**src/rtl/mcd_pkg.sv**
```systemverilog
package mcd_pkg;
  typedef enum logic {
    MT_ENDING = 1'b0,
    MT_FORK   = 1'b1
  } mtype_e;

  localparam int RING_LEN = 8;
endpackage

```
**src/rtl/mcd_line_buffer.sv**
```systemverilog
module mcd_line_buffer #(
  parameter int IMG_W = 256,
  localparam int XW = $clog2(IMG_W)
) (
  input  logic          clk,
  input  logic          shift_en,
  input  logic [XW-1:0] col_idx,
  input  logic          din,
  output logic          up1,
  output logic          up2
);
  // up1: pixel one row above at this column, up2: two rows above
  logic row_near [IMG_W];
  logic row_far  [IMG_W];

  assign up1 = row_near[col_idx];
  assign up2 = row_far[col_idx];

  always_ff @(posedge clk) begin
    if (shift_en) begin
      row_far[col_idx]  <= row_near[col_idx];
      row_near[col_idx] <= din;
    end
  end
endmodule

```
**src/rtl/mcd_window.sv**
```systemverilog
module mcd_window (
  input  logic            clk,
  input  logic            rst_n,
  input  logic            shift_en,
  input  logic [2:0]      col_in,   // [0] top row, [2] bottom row
  output logic [2:0][2:0] win       // [row][col], col 2 is newest
);
  logic [2:0][2:0] win_d;

  always_comb begin
    win_d = win;
    if (shift_en) begin
      for (int r = 0; r < 3; r++) begin
        win_d[r][0] = win[r][1];
        win_d[r][1] = win[r][2];
        win_d[r][2] = col_in[r];
      end
    end
  end

  always_ff @(posedge clk or negedge rst_n) begin
    if (!rst_n) win <= '0;
    else        win <= win_d;
  end
endmodule

```
**src/rtl/mcd_cn_classify.sv**
```systemverilog
module mcd_cn_classify
  import mcd_pkg::*;
(
  input  logic [2:0][2:0] win,
  output logic            is_end,
  output logic            is_fork
);
  logic [RING_LEN-1:0] ring;
  logic [RING_LEN-1:0] trans;
  logic [3:0]          tsum;
  logic [2:0]          cn;

  // clockwise from east, rows grow downward
  assign ring[0] = win[1][2]; // E
  assign ring[1] = win[2][2]; // SE
  assign ring[2] = win[2][1]; // S
  assign ring[3] = win[2][0]; // SW
  assign ring[4] = win[1][0]; // W
  assign ring[5] = win[0][0]; // NW
  assign ring[6] = win[0][1]; // N
  assign ring[7] = win[0][2]; // NE

  for (genvar k = 0; k < RING_LEN; k++) begin : g_trans
    assign trans[k] = ring[k] ^ ring[(k + 1) % RING_LEN];
  end

  always_comb begin
    tsum = '0;
    for (int k = 0; k < RING_LEN; k++) tsum = tsum + {3'b000, trans[k]};
  end

  assign cn      = tsum[3:1];
  assign is_end  = win[1][1] && (cn == 3'd1);
  assign is_fork = win[1][1] && (cn == 3'd3);
endmodule

```
**src/rtl/minutia_cn_detector.sv**
```systemverilog
module minutia_cn_detector
  import mcd_pkg::*;
#(
  parameter int IMG_W = 256,
  parameter int IMG_H = 300,
  localparam int XW = $clog2(IMG_W),
  localparam int YW = $clog2(IMG_H),
  localparam int CW = $clog2((IMG_W - 2) * (IMG_H - 2) + 1)
) (
  input  logic          clk,
  input  logic          rst_n,
  input  logic          pix_valid,
  output logic          pix_ready,
  input  logic          pix_data,
  output logic          rec_valid,
  input  logic          rec_ready,
  output logic [XW-1:0] rec_x,
  output logic [YW-1:0] rec_y,
  output logic          rec_type,
  output logic          frame_done,
  output logic [CW-1:0] frame_count
);
  localparam logic [XW-1:0] X_LAST = XW'(IMG_W - 1);
  localparam logic [YW-1:0] Y_LAST = YW'(IMG_H - 1);

  // reset synchronizer: assert async, release on clock
  logic [1:0] rsync_q;
  logic       rst_int_n;
  always_ff @(posedge clk or negedge rst_n) begin
    if (!rst_n) rsync_q <= 2'b00;
    else        rsync_q <= {rsync_q[0], 1'b1};
  end
  assign rst_int_n = rsync_q[1];

  // scan position
  logic [XW-1:0] x_q, x_d;
  logic [YW-1:0] y_q, y_d;
  logic          take;
  logic          at_last;

  assign take    = pix_valid && pix_ready;
  assign at_last = (x_q == X_LAST) && (y_q == Y_LAST);

  always_comb begin
    x_d = x_q;
    y_d = y_q;
    if (take) begin
      if (x_q == X_LAST) begin
        x_d = '0;
        y_d = (y_q == Y_LAST) ? '0 : y_q + 1'b1;
      end else begin
        x_d = x_q + 1'b1;
      end
    end
  end

  // neighbourhood
  logic            up1, up2;
  logic [2:0][2:0] win;
  logic            is_end, is_fork;

  mcd_line_buffer #(.IMG_W(IMG_W)) u_lines (
    .clk      (clk),
    .shift_en (take),
    .col_idx  (x_q),
    .din      (pix_data),
    .up1      (up1),
    .up2      (up2)
  );

  mcd_window u_win (
    .clk      (clk),
    .rst_n    (rst_int_n),
    .shift_en (take),
    .col_in   ({pix_data, up1, up2}),
    .win      (win)
  );

  mcd_cn_classify u_cls (
    .win     (win),
    .is_end  (is_end),
    .is_fork (is_fork)
  );

  // evaluation stage: one cycle after a pixel is taken, window is centred
  // one column left and one row up of that pixel
  logic          ev_v_q, ev_last_q;
  logic [XW-1:0] ev_x_q;
  logic [YW-1:0] ev_y_q;
  logic          ev_inner;
  logic          ev_hit;
  logic          ev_final;

  assign ev_inner = (ev_x_q >= XW'(2)) && (ev_y_q >= YW'(2));
  assign ev_hit   = ev_v_q && ev_inner && (is_end || is_fork);
  assign ev_final = ev_v_q && ev_last_q;

  // output record and frame bookkeeping
  logic          rv_q, rv_d;
  logic [XW-1:0] rx_q, rx_d;
  logic [YW-1:0] ry_q, ry_d;
  logic          rt_q, rt_d;
  logic [CW-1:0] tot_q, tot_d;
  logic          tail_q, tail_d;
  logic          done_w;

  assign done_w = tail_q && !rv_q;

  always_comb begin
    rv_d   = rv_q;
    rx_d   = rx_q;
    ry_d   = ry_q;
    rt_d   = rt_q;
    tot_d  = tot_q;
    tail_d = tail_q;
    if (ev_hit) begin
      rv_d  = 1'b1;
      rx_d  = ev_x_q - 1'b1;
      ry_d  = ev_y_q - 1'b1;
      rt_d  = is_fork ? MT_FORK : MT_ENDING;
      tot_d = tot_q + 1'b1;
    end else if (rec_ready) begin
      rv_d = 1'b0;
    end
    if (ev_final) tail_d = 1'b1;
    if (done_w) begin
      tail_d = 1'b0;
      tot_d  = '0;
    end
  end

  always_ff @(posedge clk or negedge rst_int_n) begin
    if (!rst_int_n) begin
      x_q       <= '0;
      y_q       <= '0;
      ev_v_q    <= 1'b0;
      ev_last_q <= 1'b0;
      ev_x_q    <= '0;
      ev_y_q    <= '0;
      rv_q      <= 1'b0;
      rx_q      <= '0;
      ry_q      <= '0;
      rt_q      <= 1'b0;
      tot_q     <= '0;
      tail_q    <= 1'b0;
    end else begin
      x_q       <= x_d;
      y_q       <= y_d;
      ev_v_q    <= take;
      ev_last_q <= take && at_last;
      if (take) begin
        ev_x_q <= x_q;
        ev_y_q <= y_q;
      end
      rv_q   <= rv_d;
      rx_q   <= rx_d;
      ry_q   <= ry_d;
      rt_q   <= rt_d;
      tot_q  <= tot_d;
      tail_q <= tail_d;
    end
  end

  assign pix_ready   = !rv_q && !ev_hit && !tail_q && !ev_final;
  assign rec_valid   = rv_q;
  assign rec_x       = rx_q;
  assign rec_y       = ry_q;
  assign rec_type    = rt_q;
  assign frame_done  = done_w;
  assign frame_count = tot_q;
endmodule

```
**config.mk**
```make
export PLATFORM = sky130hd
export DESIGN_NAME = minutia_cn_detector
export DESIGN_NICKNAME = d
export VERILOG_FILES = /design/src/rtl/mcd_pkg.sv /design/src/rtl/mcd_line_buffer.sv /design/src/rtl/mcd_window.sv /design/src/rtl/mcd_cn_classify.sv /design/src/rtl/minutia_cn_detector.sv
export SDC_FILE = /design/constraint.sdc
export NUM_CORES = 1
export LEC_CHECK = 0
export BUFFER_PORTS_ARGS = -buffer_cell sky130_fd_sc_hd__buf_2
export CAP_MARGIN = 10
export CORE_MARGIN = 4
export CORE_UTILIZATION = 35
export DETAILED_ROUTE_END_ITERATION = 6
export HOLD_SLACK_MARGIN = 0.06
export PLACE_DENSITY = 0.48
export SYNTH_ARGS = -nofsm -noshare
export SYNTH_HDL_FRONTEND = slang
export SYNTH_SLANG_ARGS = --single-unit
```
**constraint.sdc**
```tcl
create_clock -name clk -period 6.88 [get_ports clk]
set_input_delay 0 -clock clk [delete_from_list [all_inputs] [get_ports clk]]
set_output_delay 0 -clock clk [all_outputs]
set_load 0.01 [all_outputs]
```
==> out/results.tsv, run 1 <==
metric	value	unit
CP Cell Sequence	xor2_1 > ha_1 > fa_1 > inv_1 > fa_1 > inv_1 > ha_1 > a21o_1 > inv_1 > fa_1 > nand3b_1 > a21oi_1 > o221ai_2 > and3_1 > nand2_2 > inv_4 > nand3_2 > nor2_1	
Synth Warn #	0	
post-synth top area share	60.9	%
Leak	9.72	nW
Crit. End Element	flop	
clk slew on worst S/H paths	60	ps
n_diodes	0	
syn_area_per_cell	14.9	um2
pins over their slew limit	0	
CTS tree	built	
peak supply drop	388	uV
Post-DRT Antenna Nets	0	
Worst Path Required	7160	ps
Switching Power	3.62	mW
Root Buffer	clkbuf_16	
Max clock buf depth	3	
Die Height	277	um
post-CTS setup buffers	0	
Crit path arrival time	5950	ps
slew margin rel.	23.8	%
Worst Tran Pin Value	1140	ps
highest clock rate	176	MHz
Row Count	98	
total negative slack	0	ps
Synth Net Count	1717	
Final setup viols	0	
area of the mapped netlist	0.0253	mm2
main area contributors after synthesis	edfxtp_1 61%, dfrtp_1 8.3%, mux4_2 6.2%	
Ports	43	
port bufs	42	
layout cells sized above 1	15.5	%
fin crit share	82.5	%
vias in the first global route	14819	
Fin Hold WS	135	ps
unrepaired setup endpoints after global routing	no	
Sw Share	32.2	%
via count	14419	
Hold Vio Cnt, Final	0	
CP Buf/Inv Count	4	
CP max stage cell	nand3_2	
Synth Register Bits	596	
crit path kind	reg -> reg	
Overflow after GRT	0	
pin count of the biggest net entering global routing	106	
Int Pwr	7.61	mW
multi-input combinational cell area	0.00713	mm2
post-synthesis instance total	1695	
run status	finished clean	
Sequential Area	0.0175	mm2
Final min period	5670	ps
delay-heaviest family, CP	adder cells	
residual DRC count	0	
fillers	6619	
most area-hungry cell type in the Yosys netlist	edfxtp_1	
DP HPWL	39.4	mm
Top FF cell, synth	edfxtp_1	
first drt pass iteration count	5	
CTS H-Tree Depth	3	
total power	11.2	mW
number of enable flip-flop cells after synthesis	512	
PwrDens	392	mW/mm2
FFs w/ async S/R, synth	14.1	%
clock group share of total power	31.0	%
area overhead of the layout relative to synthesis	13.3	%
final RePlAce weighted congestion	0.767	
Worst Hold Class	in -> reg	
Total GRT Usage	16.8	%
total clock sinks	596	
Max-Cap Viols	0	
DIE AREA	0.0765	mm2
crit path max fanout	55	
initial antenna violation count	1	
Final Util	40.0	%
part of the power in registers	43.4	%
post-synthesis cell type count	69	
total CTS buffers	68	
Seq/Total Area, Yosys	69.2	%
Clock Latency Late Sink	610	ps
WL per Instance	23.8	um
first-pass GRT wire length	97.6	mm
combinational power share	25.6	%
NumNets Final	1764	
CP startpoint kind	flop	
Die Span X	277	um
drt total wl	65.1	mm
Core Area	0.0715	mm2
initial DRC count	1103	
Vias/cell	5.26	
Worst path max stage delay	840	ps
Initial Utilization	35.3	%
Setup Skew	32.3	ps
==> layer usage <==
metal,global-route usage [%],wire length (um)
met1,23.4,29300
met5,0,0
met4,4.90,1660
met3,3.13,3330
met2,27.2,30900
==> layout make-up <==
| class | instances | area share (%) |
|---|---|---|
| Tap cell | 950 | 4.15 |
| Inverter | 18 | 0.245 |
| Clock inverter | 30 | 0.984 |
| Clock buffer | 89 | 6.44 |
| Timing Repair Buffer | 87 | 2.12 |
| Sequential cell | 596 | 61.1 |
| Multi-Input combinational cell | 971 | 24.9 |
==> layout by cell type, fill, tap and decap left out, types with 11 or more instances in the layout <==
cell type	n
dfrtp_1	80
nor2_1	296
mux4_1	15
nand3_1	37
nand4_1	14
mux2i_1	91
o21ai_0	47
nand2_1	144
nor3_1	17
buf_2	41
inv_1	16
a21oi_1	11
clkbuf_1	18
xnor2_1	18
ha_1	14
xor2_1	24
buf_4	36
nor2b_1	13
edfxtp_1	512
mux4_2	72
a22oi_1	35
clkbuf_16	71
==> power by group through the flow <==
stage	Clock, mW	Combinational [mW]	Sequential [mW]
2_1_floorplan	0	1.66	4.70
3_3_place_gp	0	2.92	4.95
3_5_place_dp	0	2.91	4.95
4_1_cts	3.58	2.92	4.87
5_1_grt	3.72	3.11	4.89
6_report	3.48	2.87	4.87
==> stage by stage <==
step / area (um2) / cells / worst slack, ps
2_1_floorplan: 25300 / 1695 / -795
3_3_place_gp: 26400 / 2616 / 1220
3_5_place_dp: 26400 / 2616 / 1140
4_1_cts: 28600 / 2740 / 1110
5_1_grt: 28600 / 2741 / 879
6_report: 28600 / 2741 / 1210
==> path summary, 6_finish.rpt <==
check	start	to	slack [ps]	cells past startpoint
setup / recovery	u_win.win[8]	u_lines.row_near[119]	1210	18
hold / removal	rec_ready	rec_valid	130	3
setup reg to reg	u_win.win[8]	u_lines.row_near[119]	1210	18
hold reg to reg	rsync_q[1]	rec_y[5]	310	0
max in group asynchronous	rsync_q[1]	frame_count[9]	5570	1
min in group asynchronous	rst_n	rsync_q[1]	260	3
==> worst reg2reg max path: stages, from the launching register on <==
cell,delay (ps)
dfrtp_1,420
xor2_1,180
ha_1,320
fa_1,530
inv_1,50
fa_1,520
inv_1,40
ha_1,270
a21o_1,130
inv_1,50
fa_1,480
nand3b_1,100
a21oi_1,60
o221ai_2,100
and3_1,220
nand2_2,90
inv_4,430
nand3_2,870
nor2_1,460
==> state kept, by name (all words and copies together), names as in the netlist, 2 cells and up <==
signal / count
x_q: 8
y_q: 9
u_win.win: 9
u_lines.row_near: 256
ev_x_q: 8
rec_x: 8
rsync_q: 2
ev_y_q: 9
u_lines.row_far: 256
rec_y: 9
frame_count: 17
==> Yosys cell counts, types with 5 or more instances <==
master      n
clkbuf_1   55
nand3_1    37
o22ai_1     6
mux2_2      6
a31oi_1     6
ha_1       14
xor2_1     24
mux4_2     70
a21oi_1    11
nor3_1     17
nand3_2     9
nor2b_1    15
nor2_1    297
nand4_1    14
nand2b_1    7
buf_6       6
inv_1      16
a22oi_1    35
buf_2      29
xnor2_1    18
edfxtp_1  512
a211oi_1    5
and3_1      8
dfrtp_1    84
buf_4      15
mux2i_1    91
o211ai_1    5
mux4_1     17
a22o_1      9
nand2_1   144
o21ai_0    48
o31ai_1     5
==> what timing repair did <==
item,in CTS,in global routing
hold buffers,5,0
endpoints found under the hold margin,104,0
resized for setup,0,0
setup endpoints to repair,0,0
==> kinds of logic (layout without fill, tap and decap cells) <==
group,after synthesis,in the layout,share of synthesized area [%]
AOI/OAI and AO/OA,151,151,4.00
xor gates and xnor gates,42,42,1.46
adders and majority gates,17,17,0.931
buffers and inverters,128,224,2.63
DFF,596,596,69.2
muxes,185,185,11.9
other,1,1,0.0148
and+or+nand+nor,575,575,9.85
Note: power is estimated with default switching activity, not from simulation.
==> inputs of run 2 (changes only) <==
Settings changed: PLACE_DENSITY 0.48 to 0.5.
Clock period 6.88 ns to 4.88 ns, I/O delays scaled along.
==> out/results.tsv, run 2 (same netlist as run 1, synthesis figures left out) <==
metric	value	unit
GRT met2 Usage	26.2	%
fillers	6566	
Final setup viols	0	
DIE AREA	0.0765	mm2
Hold Vio Cnt, Final	0	
Fin Hold WS	140	ps
Post-DRT Antenna Nets	0	
CP startpoint kind	flop	
Crit path arrival time	4970	ps
total clock sinks	596	
vias in the first global route	15122	
highest clock rate	214	MHz
WL per Instance	22.8	um
Final min period	4680	ps
first drt pass iteration count	5	
met1 Use GR	22.6	%
Total GRT Usage	16.3	%
layout cells sized above 1	18.3	%
first-pass GRT wire length	95.3	mm
Leak	9.93	nW
Crit. End Element	flop	
met3 GRT Util	3.51	%
most common cell after layout, fill and taps aside	edfxtp_1	
post-CTS setup buffers	0	
Initial Utilization	35.3	%
fin crit share	95.8	%
commonest cells after routing, fill and taps aside	512 x edfxtp_1, 275 x nor2_1, 144 x nand2_1, 91 x mux2i_1, 80 x dfrtp_1	
final RePlAce weighted congestion	0.793	
DP HPWL	39.8	mm
PwrDens	545	mW/mm2
Max-Cap Viols	0	
Core Area	0.0715	mm2
Overflow after GRT	0	
Die Height	277	um
Final Util	40.6	%
via count	14540	
Die Span X	277	um
Worst Path Required	5180	ps
drt total wl	63.3	mm
initial antenna violation count	1	
CTS H-Tree Depth	3	
pins over their slew limit	0	
port bufs	42	
Worst Tran Pin Value	985	ps
pin count of the biggest net entering global routing	143	
Row Count	98	
Post-Layout Cell Count	2780	
run status	finished clean	
unrepaired setup endpoints after global routing	yes	
busiest grt layer	met2	
residual DRC count	0	
crit path kind	reg -> reg	
Max clock buf depth	3	
total power	15.8	mW
Ports	43	
crit path max fanout	20	
initial DRC count	1168	
CTS tree	built	
peak supply drop	692	uV
NumNets Final	1801	
area overhead of the layout relative to synthesis	15.0	%
Worst Hold Class	in -> reg	
Clock Latency Late Sink	610	ps
Vias/cell	5.23	
total negative slack	0	ps
Root Buffer	clkbuf_16	
Cell Count Post-Placement	2654	
n_diodes	0	
total CTS buffers	68	
clk slew on worst S/H paths	50	ps
slew margin rel.	34.1	%
Setup Skew	29.9	ps
==> run 2: per-stage QoR <==
stage | setup WS (ps) | area, um2
after floorplan | -2790 | 25300
after global placement | 121 | 26800
after detailed placement | 96.6 | 26800
after CTS | 83.9 | 29000
after global routing | -14.0 | 29000
final | 204 | 29000
==> run 2: critical path: stages, from the launching register on <==
cell and delay, ps:
dfrtp_1 420, xor2_1 180, ha_1 320, fa_1 530
inv_1 50, fa_1 520, inv_1 40, ha_1 280
a21o_1 170, inv_1 60, fa_1 410, nand3b_1 170
a21oi_1 200, o221ai_2 130, and3_1 180, nand2_2 140
inv_8 100, nand3_1 150, buf_6 230, nor2_1 100
==> run 2: worst paths after layout <==
path | startpoint | end | slack, ps | depth (start not counted)
setup / recovery | u_win.win[8] | u_lines.row_far[185] | 200 | 19
setup reg to reg | u_win.win[8] | u_lines.row_far[185] | 200 | 19
hold reg to reg | rsync_q[1] | u_win.win[2] | 300 | 0
max in group asynchronous | rsync_q[1] | frame_count[10] | 3550 | 1
min in group asynchronous | rst_n | rsync_q[1] | 270 | 3
hold / removal | rec_ready | rec_valid | 140 | 3
==> run 2: power by group <==
part           internal [mW]  leakage [nW]  total (mW)  switching [mW]
Combinational           1.36          3.17        4.19            2.83
Clock                   2.84          1.02        4.82            1.98
Sequential              6.59          5.74        6.83           0.240
Total                   10.8          9.93        15.8            5.05
==> run 2: routing by layer <==
layer,part of all wire (%),wire length (um),up-vias
met5,0,0,-
met4,2.6,1620,0
met3,6.0,3790,104
met2,47,29900,403
met1,44,28000,7482
li1,-,-,6551
==> run 2: area by class of cell <==
type	count	area [um2]	share of cell area, %
Tap cell	950	1190	4.09
Multi-Input combinational cell	971	7180	24.7
Inverter	18	77.6	0.267
Timing Repair Buffer	124	1010	3.47
Sequential cell	596	17500	60.2
Clock buffer	95	1860	6.42
Clock inverter	26	239	0.823
==> run 2: timing repair <==
action                                  CTS  global route
resized for setup                         0            31
hold buffers                              5             0
hold endpoints to repair                131             0
endpoints found under the setup margin    0           460
